$ cat src/rtl/adc_host_pkg.sv
// Package: shared operation codes, controller states and command bytes.
// Assumes an 8-bit command path and a converter that accepts these codes.
package adc_host_pkg;
    typedef enum logic [1:0] {
        OP_SINGLE = 2'd0,
        OP_REPEAT = 2'd1,
        OP_STREAM = 2'd2
    } op_e;

    typedef enum logic [3:0] {
        S_IDLE, S_COMM, S_MODE, S_RDCMD, S_READ, S_WLO, S_WHI, S_ENTER
    } st_e;

    localparam logic [7:0] CMD_SEL_MODE   = 8'h10;
    localparam logic [7:0] CMD_READ_DATA  = 8'h38;
    localparam logic [7:0] CMD_STREAM_ON  = 8'h3C;
    localparam logic [7:0] CMD_STREAM_OFF = 8'h38;
endpackage

$ cat src/rtl/rdy_sync.sv
// Module: multi-stage synchronizer for the shared data/ready line.
// Assumes the input may change at any time; resets to "not ready" (high).
module rdy_sync #(
    parameter int STAGES = 2
) (
    input  logic clk,
    input  logic rst_n,
    input  logic d,
    output logic q
);
    logic [STAGES-1:0] chain_q;

    // shift the sampled line through the flop chain
    always_ff @(posedge clk) begin
        if (!rst_n) chain_q <= '1;
        else        chain_q <= {chain_q[STAGES-2:0], d};
    end

    assign q = chain_q[STAGES-1];
endmodule

$ cat src/rtl/ser_shift.sv
// Module: serial shift engine. One start moves either a command byte or a
// full data word. SCLK idles high, the output bit changes in the low phase,
// and the input is captured as SCLK rises. Assumes start only while idle.
module ser_shift #(
    parameter int HALF_DIV = 2,
    parameter int WORD     = 16,
    parameter int CMD      = 8
) (
    input  logic            clk,
    input  logic            rst_n,
    input  logic            start,
    input  logic            long_xfer,
    input  logic [CMD-1:0]  tx,
    input  logic            miso,
    output logic            sclk,
    output logic            mosi,
    output logic            busy,
    output logic            done,
    output logic [WORD-1:0] rx
);
    localparam int DW = (HALF_DIV > 1) ? $clog2(HALF_DIV) : 1;
    localparam int BW = $clog2(WORD + 1);

    logic [DW-1:0]   div_q;
    logic            hi_q;
    logic [BW-1:0]   left_q;
    logic [WORD-1:0] tx_q;

    // phase timing, bit counting, transmit shift and receive capture
    always_ff @(posedge clk) begin
        if (!rst_n) begin
            busy   <= 1'b0;
            done   <= 1'b0;
            hi_q   <= 1'b0;
            div_q  <= '0;
            left_q <= '0;
            tx_q   <= '0;
            rx     <= '0;
        end else begin
            done <= 1'b0;
            if (start && !busy) begin
                busy   <= 1'b1;
                hi_q   <= 1'b0;
                div_q  <= '0;
                left_q <= long_xfer ? BW'(WORD - 1) : BW'(CMD - 1);
                tx_q   <= {tx, {(WORD-CMD){1'b0}}};
            end else if (busy) begin
                if (div_q == DW'(HALF_DIV - 1)) begin
                    div_q <= '0;
                    if (!hi_q) begin
                        hi_q <= 1'b1;
                        rx   <= {rx[WORD-2:0], miso};
                    end else begin
                        hi_q <= 1'b0;
                        if (left_q == '0) begin
                            busy <= 1'b0;
                            done <= 1'b1;
                        end else begin
                            left_q <= left_q - 1'b1;
                            tx_q   <= {tx_q[WORD-2:0], 1'b0};
                        end
                    end
                end else begin
                    div_q <= div_q + 1'b1;
                end
            end
        end
    end

    assign sclk = !(busy && !hi_q);
    assign mosi = busy & tx_q[WORD-1];
endmodule

$ cat src/rtl/adc_host_reader.sv
// Module: host read controller for a 16-bit serial converter. It sequences
// one-shot, repeated and streaming reads, detects ready on the shared data
// line through a synchronizer, and flags a ready line that fails to release.
// Assumes the converter drives its data line only while cs_n is low.
module adc_host_reader
    import adc_host_pkg::*;
#(
    parameter int         HALF_DIV  = 2,
    parameter int         WORD      = 16,
    parameter int         COUNT_W   = 8,
    parameter int         TIMEOUT   = 64,
    parameter int         SYNC_LAT  = 2,
    parameter logic [7:0] MODE_BYTE = 8'h82
) (
    input  logic               clk,
    input  logic               rst_n,
    input  logic               req_valid,
    input  logic [1:0]         req_op,
    input  logic [COUNT_W-1:0] req_count,
    input  logic               stop_req,
    output logic               req_ready,
    output logic               done,
    output logic               res_valid,
    output logic [WORD-1:0]    res_raw,
    output logic [WORD-1:0]    res_signed,
    output logic               overrun,
    output logic               sclk,
    output logic               cs_n,
    output logic               din,
    input  logic               dout_rdy
);
    localparam int TW = $clog2(TIMEOUT + 1);

    st_e                state;
    op_e                op_q;
    logic [COUNT_W-1:0] cnt_q;
    logic [TW-1:0]      wcnt_q;
    logic               stop_q, exit_q;
    logic               go_q, long_q;
    logic [7:0]         tx_q;
    logic               sh_busy, sh_done;
    logic [WORD-1:0]    sh_rx;
    logic               rdy_s, settled;

    rdy_sync #(.STAGES(SYNC_LAT)) u_sync (
        .clk(clk), .rst_n(rst_n), .d(cs_n | dout_rdy), .q(rdy_s)
    );

    ser_shift #(.HALF_DIV(HALF_DIV), .WORD(WORD), .CMD(8)) u_shift (
        .clk(clk), .rst_n(rst_n), .start(go_q), .long_xfer(long_q),
        .tx(tx_q), .miso(dout_rdy), .sclk(sclk), .mosi(din),
        .busy(sh_busy), .done(sh_done), .rx(sh_rx)
    );

    assign settled    = (wcnt_q >= TW'(SYNC_LAT));
    assign req_ready  = (state == S_IDLE);
    assign res_signed = {~res_raw[WORD-1], res_raw[WORD-2:0]};

    // sequence controller: request intake, waits, launches, result delivery
    always_ff @(posedge clk) begin
        if (!rst_n) begin
            state     <= S_IDLE;
            op_q      <= OP_SINGLE;
            cnt_q     <= '0;
            wcnt_q    <= '0;
            stop_q    <= 1'b0;
            exit_q    <= 1'b0;
            go_q      <= 1'b0;
            long_q    <= 1'b0;
            tx_q      <= '0;
            cs_n      <= 1'b1;
            done      <= 1'b0;
            res_valid <= 1'b0;
            res_raw   <= '0;
            overrun   <= 1'b0;
        end else begin
            go_q      <= 1'b0;
            done      <= 1'b0;
            res_valid <= 1'b0;
            if (state != S_IDLE && op_q == OP_STREAM && stop_req) stop_q <= 1'b1;
            if ((state == S_WLO || state == S_WHI) && wcnt_q != TW'(TIMEOUT))
                wcnt_q <= wcnt_q + 1'b1;
            case (state)
                S_IDLE: if (req_valid) begin
                    cnt_q   <= req_count;
                    overrun <= 1'b0;
                    stop_q  <= 1'b0;
                    exit_q  <= 1'b0;
                    cs_n    <= 1'b0;
                    wcnt_q  <= '0;
                    case (req_op)
                        2'd1: begin op_q <= OP_REPEAT; state <= S_WLO; end
                        2'd2: begin
                            op_q <= OP_STREAM; state <= S_ENTER;
                            go_q <= 1'b1; long_q <= 1'b0; tx_q <= CMD_STREAM_ON;
                        end
                        default: begin
                            op_q <= OP_SINGLE; state <= S_COMM;
                            go_q <= 1'b1; long_q <= 1'b0; tx_q <= CMD_SEL_MODE;
                        end
                    endcase
                end
                S_COMM: if (sh_done) begin
                    state <= S_MODE; go_q <= 1'b1; long_q <= 1'b0; tx_q <= MODE_BYTE;
                end
                S_MODE, S_ENTER: if (sh_done) begin
                    state <= S_WLO; wcnt_q <= '0;
                end
                S_WLO: if (settled && !rdy_s) begin
                    go_q <= 1'b1;
                    if (op_q == OP_STREAM) begin
                        state  <= S_READ; long_q <= 1'b1; exit_q <= stop_q;
                        tx_q   <= stop_q ? CMD_STREAM_OFF : 8'h00;
                    end else begin
                        state <= S_RDCMD; long_q <= 1'b0; tx_q <= CMD_READ_DATA;
                    end
                end
                S_RDCMD: if (sh_done) begin
                    state <= S_READ; go_q <= 1'b1; long_q <= 1'b1; tx_q <= 8'h00;
                end
                S_READ: if (sh_done) begin
                    res_valid <= 1'b1;
                    res_raw   <= sh_rx;
                    if (op_q == OP_SINGLE || exit_q ||
                        (op_q == OP_REPEAT && cnt_q <= COUNT_W'(1))) begin
                        state <= S_IDLE; cs_n <= 1'b1; done <= 1'b1;
                    end else begin
                        cnt_q  <= cnt_q - 1'b1;
                        state  <= S_WHI;
                        wcnt_q <= '0;
                    end
                end
                S_WHI: if (settled && rdy_s) begin
                    state <= S_WLO; wcnt_q <= '0;
                end else if (wcnt_q == TW'(TIMEOUT)) begin
                    overrun <= 1'b1; state <= S_IDLE; cs_n <= 1'b1; done <= 1'b1;
                end
                default: state <= S_IDLE;
            endcase
        end
    end

    // done never lasts more than one cycle
    a_r9_done_pulse: assert property (@(posedge clk) disable iff (!rst_n)
        done |=> !done);
    // a rising overrun always closes the sequence in the same cycle
    a_r8_overrun_ends: assert property (@(posedge clk) disable iff (!rst_n)
        $rose(overrun) |-> (done && cs_n));
    // the serial clock rests high whenever the converter is deselected
    a_r10_sclk_idle: assert property (@(posedge clk) disable iff (!rst_n)
        cs_n |-> sclk);
    // plain streaming reads keep the data line low
    a_r5_din_quiet: assert property (@(posedge clk) disable iff (!rst_n)
        (state == S_READ && op_q == OP_STREAM && !exit_q) |-> !din);
    // a result appears only right after a data read finished
    a_r6_result_after_read: assert property (@(posedge clk) disable iff (!rst_n)
        res_valid |-> ($past(state) == S_READ && !sh_busy));
    // select stays asserted while a sequence runs
    a_r10_cs_held: assert property (@(posedge clk) disable iff (!rst_n)
        (state != S_IDLE && $past(state) != S_IDLE) |-> !cs_n);
endmodule

$ cat config.mk
export PLATFORM = sky130hd
export DESIGN_NAME = adc_host_reader
export DESIGN_NICKNAME = d
export VERILOG_FILES = /design/src/rtl/adc_host_pkg.sv /design/src/rtl/rdy_sync.sv /design/src/rtl/ser_shift.sv /design/src/rtl/adc_host_reader.sv
export SDC_FILE = /design/constraint.sdc
export NUM_CORES = 1
export LEC_CHECK = 0
export BUFFER_PORTS_ARGS = -buffer_cell sky130_fd_sc_hd__buf_2
export CAP_MARGIN = 0
export CORE_MARGIN = 2
export CORE_UTILIZATION = 59
export CTS_BUF_LIST = sky130_fd_sc_hd__clkbuf_4 sky130_fd_sc_hd__clkbuf_8
export DETAILED_ROUTE_END_ITERATION = 16
export PLACE_DENSITY = 0.8
export SYNTH_ARGS = -nofsm -noshare
export SYNTH_HDL_FRONTEND = slang
export SYNTH_SLANG_ARGS = --single-unit
$ cat constraint.sdc
create_clock -name clk -period 2.8 [get_ports clk]
set_clock_uncertainty 0.05 [all_clocks]
set_input_delay 0.14 -clock clk [delete_from_list [all_inputs] [get_ports clk]]
set_output_delay 0.14 -clock clk [all_outputs]
set_load 0.01 [all_outputs]
After elaboration in Yosys (flattened, before gate mapping)
Index checks and enable logic that the tools add are counted.
- flip-flop bits (word level): 88
- bits of input ports: 15
- logic and storage cells: 187
- bitwise logic cells: 8
- multiplexer cells: 81
- add/subtract/negate cells: 4
- magnitude comparators: 2
- reduce and logical (&&, ||, !) cells: 43
- eq/ne operators: 27
- operators by type and width (operator ; number):
    2-to-1 mux 16 bit ; 5
    2-to-1 mux 8 bit ; 7
    2-to-1 mux 7 bit ; 6
    2-to-1 mux 4 bit ; 9
    2-to-1 mux 1 bit ; 32
    case mux 8 bit (2 select lines) ; 2
    case mux 8 bit (4 select lines) ; 1
    case mux 4 bit (7 select lines) ; 1
    case mux 7 bit (4 select lines) ; 1
    2-to-1 mux 5 bit ; 5
    AND reduction 4 bit ; 5
    == test 4 x 3 -> 1 bit, second input constant ; 4
    != test 2 x 1 -> 1 bit, second input constant ; 8
    2-to-1 mux 6 bit ; 2
    AND reduction 6 bit ; 2
    nonzero test 2 bit ; 6
    != test 2 bit, second input constant ; 5
    == test 4 x 2 -> 1 bit, second input constant ; 2
    less-or-equal comparator 8 x 1 -> 1 bit, second input constant ; 1
    logical AND 1 bit ; 8
    AND reduction 2 bit ; 4
    nonzero test 4 bit ; 2
    subtractor 8 x 1 -> 8 bit, second input constant ; 1
    adder 7 x 1 -> 7 bit, second input constant ; 1
    27 further kinds ; 45

Logic depth before layout (Yosys ltp)
Gate-level depths: netlist (run 1).
- word-level depth: 7
- depth in mapped cells: 8

By module
Synthesis (run 1) repeated with hierarchy kept, for this count alone.
- cell total of the unflattened synthesis: 500
- area total of the unflattened synthesis: 4063.9 um^2
- modules (own cells, without submodules) (module ; seq. area each (um^2) ; area an instance (um^2) ; instances ; cells each):
    adc_host_reader ; 960.9 ; 2625.0 ; 1 ; 335
    ser_shift ; 660.6 ; 1386.3 ; 1 ; 161
    rdy_sync ; 40.0 ; 52.6 ; 1 ; 4

Least setup slack after synthesis (run 1)
No wires, ideal clock.
- path kind: register -> register
- start: register cnt_q[0]
- end: register cnt_q[6]
- setup time: 127 ps
- arrival time: 1759 ps
- cell stages (with the launch flop): 8
- path slack: 863 ps
- path through: dfxtp_1 > inv_1 > ha_1 > or2_1 > a311o_1 > a21o_1 > o311ai_1 > o21ai_1
- cells in the longest elaborated chain, start to end: 5
- elaborated cells on any way between the ends: 9
- classes of those cells: 1 x add/sub; 1 x order compare; 1 x eq/ne; 3 x mux; 3 x reduce/logical
- RTL lines (item ; RTL line ; RTL):
    start, declared ; adc_host_reader.sv:36 ; logic [COUNT_W-1:0] cnt_q;
    start signal, assigned ; adc_host_reader.sv:85 ; cnt_q <= req_count;
    start signal, assigned ; adc_host_reader.sv:128 ; cnt_q <= cnt_q - 1'b1;
    less-or-equal comparator 8 x 1 -> 1 bit ; adc_host_reader.sv:125 ; (op_q == OP_REPEAT && cnt_q <= COUNT_W'(1))) begin
    logical AND 1 bit ; adc_host_reader.sv:125 ;
    logical OR 1 bit ; adc_host_reader.sv:124 ; if (op_q == OP_SINGLE || exit_q ||
    != test 2 bit (no source line) ; - ;
    AND reduction 4 bit (no source line) ; - ;
Parallel ways exist; a longest one is shown, timed or not. The select of a mux whose other input is x is not followed.
A chain may end at the register's enable or synchronous reset.

Worst setup path in the final report (run 1)
- start: register state[2]
- end: register cnt_q[6]
- cells in the longest elaborated chain, start to end: 3
- elaborated cells on any way between the ends: 8
- classes of those cells: 4 x eq/ne; 1 x mux; 3 x reduce/logical
- RTL lines (item ; RTL line ; RTL):
    start, declared ; adc_host_reader.sv:34 ; st_e state;
    start signal, assigned ; adc_host_reader.sv:62 ; state <= S_IDLE;
    start signal, assigned ; adc_host_reader.sv:92 ; 2'd1: begin op_q <= OP_REPEAT; state <= S_WLO; end
    start signal, assigned ; adc_host_reader.sv:94 ; op_q <= OP_STREAM; state <= S_ENTER;
    == test 4 x 3 -> 1 bit / logical NOT 4 bit (equally long branches) ; adc_host_reader.sv:83 ; case (state)
    != test 2 bit (no source line), or another cell as far along ; - ;
    AND reduction 4 bit (no source line) ; - ;
Parallel ways exist; a longest one is shown, timed or not.

==> results.py, run 1 <==
metrics = {
    "final_layout": {
        "num_antenna_cells": 0,
        "n_fill_cell": 547,
        "seq_area_um2": 1640,
        "drive_gt1_frac": 0.167,
        "multiInputGateArea_um2": 2000,
        "final_core_util": 0.683,
        "fin_nets": 557,
        "syn2layout_area_growth_pct": 11.0,
    },
    "sta": {
        "finalMaxSlewViolations": 0,
        "finalCritPeriodShare": 0.822,
        "hold_viol": 0,
        "relSlewSlack": 0.450,
        "tightest_slew_ns": 0.824,
        "setup-tns-final_ns": 0,
        "period_minus_slack_ns": 2.30,
        "setup-violations-final": 0,
        "max_freq_mhz": 434,
        "rsz0062_at_grt": "no",
        "timing.hold.ws_ns": 0.00518,
    },
    "clock_tree": {
        "cts_resized": 0,
        "tritoncts": "built",
        "clkTransAtPathRegs_ns": 0.09,
        "insertion_delay_ns": 0.36,
        "htreeDepth": 3,
        "numCtsBuffers": 9,
        "clk_path_buf_depth": 2,
        "root_buffer": "clkbuf_8",
        "clock_sinks": 82,
    },
    "synthesis": {
        "synth_seq_cells": 82,
        "synth_top_area_share": 0.418,
        "syn_nets": 525,
        "synthArstFlopShare": 0,
        "synthMuxAreaShare": 0.0127,
        "yosys_warnings": 0,
        "synthCells": 501,
        "synthFlopType": "dfxtp_1",
        "synth_top_family_by_area": "simple AND/OR/NAND/NOR gates",
        "synth-edff-count": 0,
        "synth-simple-area-share": 0.252,
        "synth_area_leaders": "dfxtp_1, nand2_1, a21oi_1",
        "syn_area_um2": 3930,
        "avgSynthCellArea_um2": 7.84,
        "synth.distinct_cells": 59,
        "synth_compound_area_frac": 0.193,
        "synth_area_leader_cell": "dfxtp_1",
        "synth_xor_area_frac": 0.0223,
        "synth_adder_area_share": 0.0287,
        "ys_seq_area_frac": 0.418,
    },
    "outcome": {
        "status": "complete, no violations",
    },
    "power_and_ir_drop": {
        "finalPower_mw": 3.29,
        "p_leak_nw": 1.74,
        "ir_drop_v": 0.000476,
        "cellPowerDensity_nw_per_um2": 753,
    },
    "critical_path": {
        "worstSetupStartpointType": "flop",
        "end_kind": "flop",
        "crit_type": "reg -> reg",
        "crit_fanout": 24,
        "worst_ep_arrival_time_ns": 2.48,
        "crit_required_ns": 2.98,
    },
    "global_routing": {
        "grtUsageTotal": 0.238,
        "first_global_vias": 3124,
        "grt_max_degree": 29,
        "grt_overflow": 0,
        "grt_pass1_wl_mm": 14.2,
        "antenna_found_initial": 0,
    },
    "job": {
        "drv_cap": 0,
    },
    "floorplan": {
        "rows": 29,
        "initial_core_util": 0.615,
        "fp.dieH_um": 85.6,
        "ioPinCount": 54,
        "die_w_um": 85.6,
        "dieArea_um2": 7330,
        "coreArea_um2": 6390,
    },
    "detailed_routing": {
        "wire_per_inst_um": 13.7,
        "finalWirelength_mm": 8.43,
        "drt_iter0_drc": 241,
        "drtPass1Iterations": 5,
        "vias": 3510,
        "drc": 0,
        "detail-route-antenna-nets": 0,
        "via_per_inst": 5.71,
    },
    "place": {
        "dp_hpwl_mm": 5.92,
        "routabilityCongestion": 0.895,
        "portBuffers": 53,
    },
    "hold_path": {
        "hold_class": "in -> reg",
    },
}
power breakdown:
part | internal (mW) | switching [mW] | total, mW | leakage [nW]
registers | 1.27 | 0.181 | 1.45 | 0.663
clock network | 0.429 | 0.467 | 0.896 | 0.103
logic | 0.366 | 0.576 | 0.942 | 0.976
cell usage in the layout, fill, tap and decap left out, types with 2 or more instances in the layout:
cell type and n:
nand2_1 109, dfxtp_1 82, a21oi_1 64, buf_2 53
nor2_1 37, inv_1 17, nor3_1 13, o21ai_0 11
nand3_1 9, ha_1 9, clkbuf_8 9, nand2b_1 8
xor2_1 7, buf_4 7, and2_1 6, o211ai_1 6
o21ai_1 6, nor2b_1 5, mux2i_1 5, a211oi_1 4
dlygate4sd3_1 4, or3b_1 3, and3_1 3, a22oi_1 3
nand4_1 3, xnor2_1 3, inv_6 3, and3b_1 2
o32ai_1 2, a221oi_1 2, a21oi_2 2, a32oi_1 2
o221a_2 2, or3_1 2, nor3b_1 2, a21o_1 2
nor4_1 2, a31oi_1 2, o2111ai_1 2
state kept, by name, summed over array words and instances (netlist names), 3 cells and up:
signal	count
res_raw	16
u_shift.rx	16
u_shift.tx_q	7
cnt_q	8
tx_q	4
state	3
wcnt_q	7
u_shift.left_q	5
cell families after synthesis:
family	count (synthesis)
AO/OA/AOI/OAI	122
XOR/XNOR	10
adder cells (fa/ha/maj)	9
buffers and inverters	60
flip-flops	82
multiplexers	5
AND/OR/NAND/NOR	213
metrics by stage:
step / worst slack [ns] / cells / instance area (um^2)
floorplan: 0.863 / 501 / 3930
finish: 0.497 / 615 / 4360
global placement: 0.689 / 595 / 4120
CTS: 0.484 / 615 / 4360
detailed placement: 0.488 / 595 / 4120
global route: 0.324 / 615 / 4360
metal layers:
metal	global-route usage	share of wire	up-vias	wire (um)
met1	0.306	0.45	1609	3760
met3	0.0558	0.063	12	532
li1	-	-	1765	-
met4	0.0866	0.014	0	114
met2	0.393	0.48	124	4030
met5	0	0	-	0
worst max-delay path: stages (launching register included):
cell and delay (ns):
dfxtp_1 0.82, nor3b_4 0.52, nand2_2 0.10, a21o_1 0.23, o311ai_1 0.34, o21ai_1 0.12
timing repair:
action                                 CTS  global route
endpoints found under the hold margin    5             0
setup buffers                            0             0
hold buffers                             4             0
worst paths after layout:
path	startpoint	endpoint	slack [ns]	cells past startpoint
worst max-delay path	state[2]$_SDFFE_PN0P_	cnt_q[6]$_SDFFE_PN0P_	0.50	5
worst min-delay path	req_count[4]	cnt_q[4]$_SDFFE_PN0P_	0.005	3
worst max register to register	state[2]$_SDFFE_PN0P_	cnt_q[6]$_SDFFE_PN0P_	0.50	5
worst min register to register	u_sync.chain_q[0]$_SDFF_PN1_	u_sync.chain_q[1]$_SDFF_PN1_	0.36	1
cell type report:
| type | count | share of cell area |
|---|---|---|
| clock buffer | 9 | 0.0284 |
| timing repair buffer | 64 | 0.0820 |
| tap | 77 | 0.0221 |
| inverter | 17 | 0.0146 |
| sequential | 82 | 0.376 |
| clock inverter | 7 | 0.0192 |
| multi-input combinational | 359 | 0.458 |
synthesized netlist by cell type (all sizes together), types with 2 or more instances:
cell / n
nand2: 110
dfxtp: 82
a21oi: 66
nor2: 37
buf: 24
clkbuf: 19
inv: 17
o21ai: 17
nor3: 14
ha: 9
nand3: 9
nand2b: 8
and2: 7
o211ai: 7
xor2: 7
mux2i: 5
nor2b: 5
a211oi: 4
a22oi: 3
and3: 3
nand4: 3
nor3b: 3
nor4: 3
or3b: 3
xnor2: 3
a21o: 2
a221oi: 2
a31oi: 2
a32oi: 2
and3b: 2
o2111ai: 2
o221a: 2
o32ai: 2
or2: 2
or3: 2
No activity file was read; power rests on OpenSTA's default activity.
==> inputs of run 2 (changes only) <==
Clock period 2.8 ns to 2.27 ns, I/O delays scaled along.
==> run 2 against run 1 <==
Final cell count rose by 1.8%. Fmax rose by 7.2%. Flip-flop and latch count did not move. Sequential power rose by 20%. Final area rose by 1.5%. First-iteration DRC count rose by 2.9%. Clock-buffer cell count did not move. Combinational power rose by 36%. Critical path type unchanged. Highest routed layer unchanged.
==> results.py, run 2 (synthesis gave the netlist of run 1 again) <==
metrics = {
    "clock_tree": {
        "numCtsBuffers": 9,
        "htreeDepth": 3,
        "clkTransAtPathRegs_ns": 0.08,
        "root_buffer": "clkbuf_8",
        "clk_path_buf_depth": 2,
        "clock_sinks": 82,
        "insertion_delay_ns": 0.36,
        "tritoncts": "built",
    },
    "sta": {
        "rsz0062_at_grt": "no",
        "relSlewSlack": 0.601,
        "setup-violations-final": 0,
        "finalMaxSlewViolations": 0,
        "max_freq_mhz": 466,
        "period_minus_slack_ns": 2.15,
        "tightest_slew_ns": 0.597,
        "setup-tns-final_ns": 0,
        "hold_viol": 0,
        "finalCritPeriodShare": 0.946,
    },
    "hold_path": {
        "hold_class": "in -> reg",
    },
    "outcome": {
        "status": "complete, no violations",
    },
    "power_and_ir_drop": {
        "finalPower_mw": 4.00,
        "p_comb_frac": 0.321,
        "p_leak_nw": 1.78,
        "ir_drop_v": 0.000766,
        "p_sw_mw": 1.51,
        "cellPowerDensity_nw_per_um2": 902,
        "p_sw_frac": 0.378,
        "p_int_mw": 2.49,
        "p_clk_frac": 0.244,
        "power_frac_seq": 0.435,
    },
    "floorplan": {
        "fp.dieH_um": 85.6,
        "rows": 29,
        "dieArea_um2": 7330,
        "initial_core_util": 0.615,
        "coreArea_um2": 6390,
        "ioPinCount": 54,
        "die_w_um": 85.6,
    },
    "final_layout": {
        "syn2layout_area_growth_pct": 12.8,
        "final_core_util": 0.694,
        "layout_common_cells": "nand2_1, dfxtp_1, a21oi_1",
        "num_antenna_cells": 0,
        "final_common_cell": "nand2_1",
        "drive_gt1_frac": 0.182,
        "fin_nets": 568,
        "top_regs": "res_raw x16, u_shift.rx x16, cnt_q x8",
    },
    "detailed_routing": {
        "wire_per_inst_um": 13.5,
        "drtPass1Iterations": 4,
        "detail-route-antenna-nets": 0,
        "via_per_inst": 5.70,
        "drc": 0,
        "finalWirelength_mm": 8.44,
        "drt_iter0_drc": 248,
        "vias": 3570,
    },
    "place": {
        "routabilityCongestion": 0.936,
        "dp_hpwl_mm": 5.84,
        "portBuffers": 53,
    },
    "critical_path": {
        "end_kind": "flop",
        "path_buf_inv": 1,
        "max_stage_delay_ns": 0.40,
        "cp_slowest_cell": "dfxtp_1",
        "path_cells": "inv_1 -> ha_1 -> or2_1 -> a311o_1 -> a21o_1 -> a41oi_2 -> nor2_1",
        "crit_type": "reg -> reg",
        "worst_ep_arrival_time_ns": 2.33,
        "crit_required_ns": 2.46,
        "crit_fanout": 7,
        "worstSetupStartpointType": "flop",
        "critPathTopFamily": "compound AO/OA/AOI/OAI gates",
    },
    "global_routing": {
        "grtUsageTotal": 0.237,
        "antenna_found_initial": 0,
        "grt_max_degree": 42,
        "first_global_vias": 3185,
        "grt_overflow": 0,
        "grt_pass1_wl_mm": 14.2,
    },
    "job": {
        "drv_cap": 0,
    },
}
[run 2: changes by cell type in the layout (fill, tap and decap cells not counted), sizes merged]
cell,delta
buf,+9
bufinv,-1
clkinv,+1
clkinvlp,+1
dlygate4sd3,+2
inv,-1
[run 2: metrics by stage]
| stage | instances | hold slack, ns | setup slack, ns | cell area (um^2) |
|---|---|---|---|---|
| floorplan | 501 | 0.137 | 0.333 | 3930 |
| global placement | 601 | 0.290 | 0.220 | 4160 |
| detailed placement | 601 | 0.280 | 0.140 | 4160 |
| CTS | 623 | 0.0117 | 0.119 | 4400 |
| global route | 626 | 0.0401 | 0.00911 | 4430 |
| finish | 626 | 0.0241 | 0.123 | 4430 |
[run 2: area by class of cell]
cell class                 instances  area [um^2]
tap                               77         96.3
fill                             531         1950
multi-input combinational        359         2000
clock buffer                       9          124
inverter                          17         63.8
clock inverter                     7         58.8
sequential                        82         1640
timing repair buffer              75          445
[run 2: path summary, 6_finish.rpt]
| kind | from | endpoint | slack, ns | depth (start not counted) |
|---|---|---|---|---|
| worst min register to register | u_sync.chain_q[0]$_SDFF_PN1_ | u_sync.chain_q[1]$_SDFF_PN1_ | 0.37 | 1 |
| worst max register to register | cnt_q[0]$_SDFFE_PN0P_ | wcnt_q[6]$_SDFF_PN0_ | 0.12 | 7 |
| worst max-delay path | cnt_q[0]$_SDFFE_PN0P_ | wcnt_q[6]$_SDFF_PN0_ | 0.12 | 7 |
| worst min-delay path | req_count[0] | cnt_q[0]$_SDFFE_PN0P_ | 0.02 | 3 |
[run 2: timing repair]
item,4_1_cts,5_1_grt
setup endpoints to repair,0,4
endpoints found under the hold margin,7,0
setup buffers,0,3
hold buffers,6,0
resized for setup,0,1
[run 2: power by group through the flow]
stage / clock (mW) / combinational [mW] / sequential (mW)
floorplan: 0 / 1.01 / 1.68
global placement: 0 / 1.23 / 1.75
detailed placement: 0 / 1.25 / 1.76
CTS: 1.01 / 1.26 / 1.73
global route: 1.06 / 1.44 / 1.76
finish: 0.975 / 1.28 / 1.74
[run 2: worst reg2reg max path, stage by stage (launching register included)]
cell and delay, ns:
dfxtp_1 0.40, inv_1 0.08, ha_1 0.24, or2_1 0.23, a311o_1 0.37, a21o_1 0.22, a41oi_2 0.34, nor2_1 0.09
[run 2: layer usage]
layer / up-vias / routed length (um) / GRT usage / part of all wire
li1: 1788 / - / - / -
met1: 1636 / 3750 / 0.321 / 0.44
met2: 138 / 4040 / 0.386 / 0.48
met3: 8 / 575 / 0.0443 / 0.068
met4: 0 / 71 / 0.0722 / 0.0084
met5: - / 0 / 0 / 0
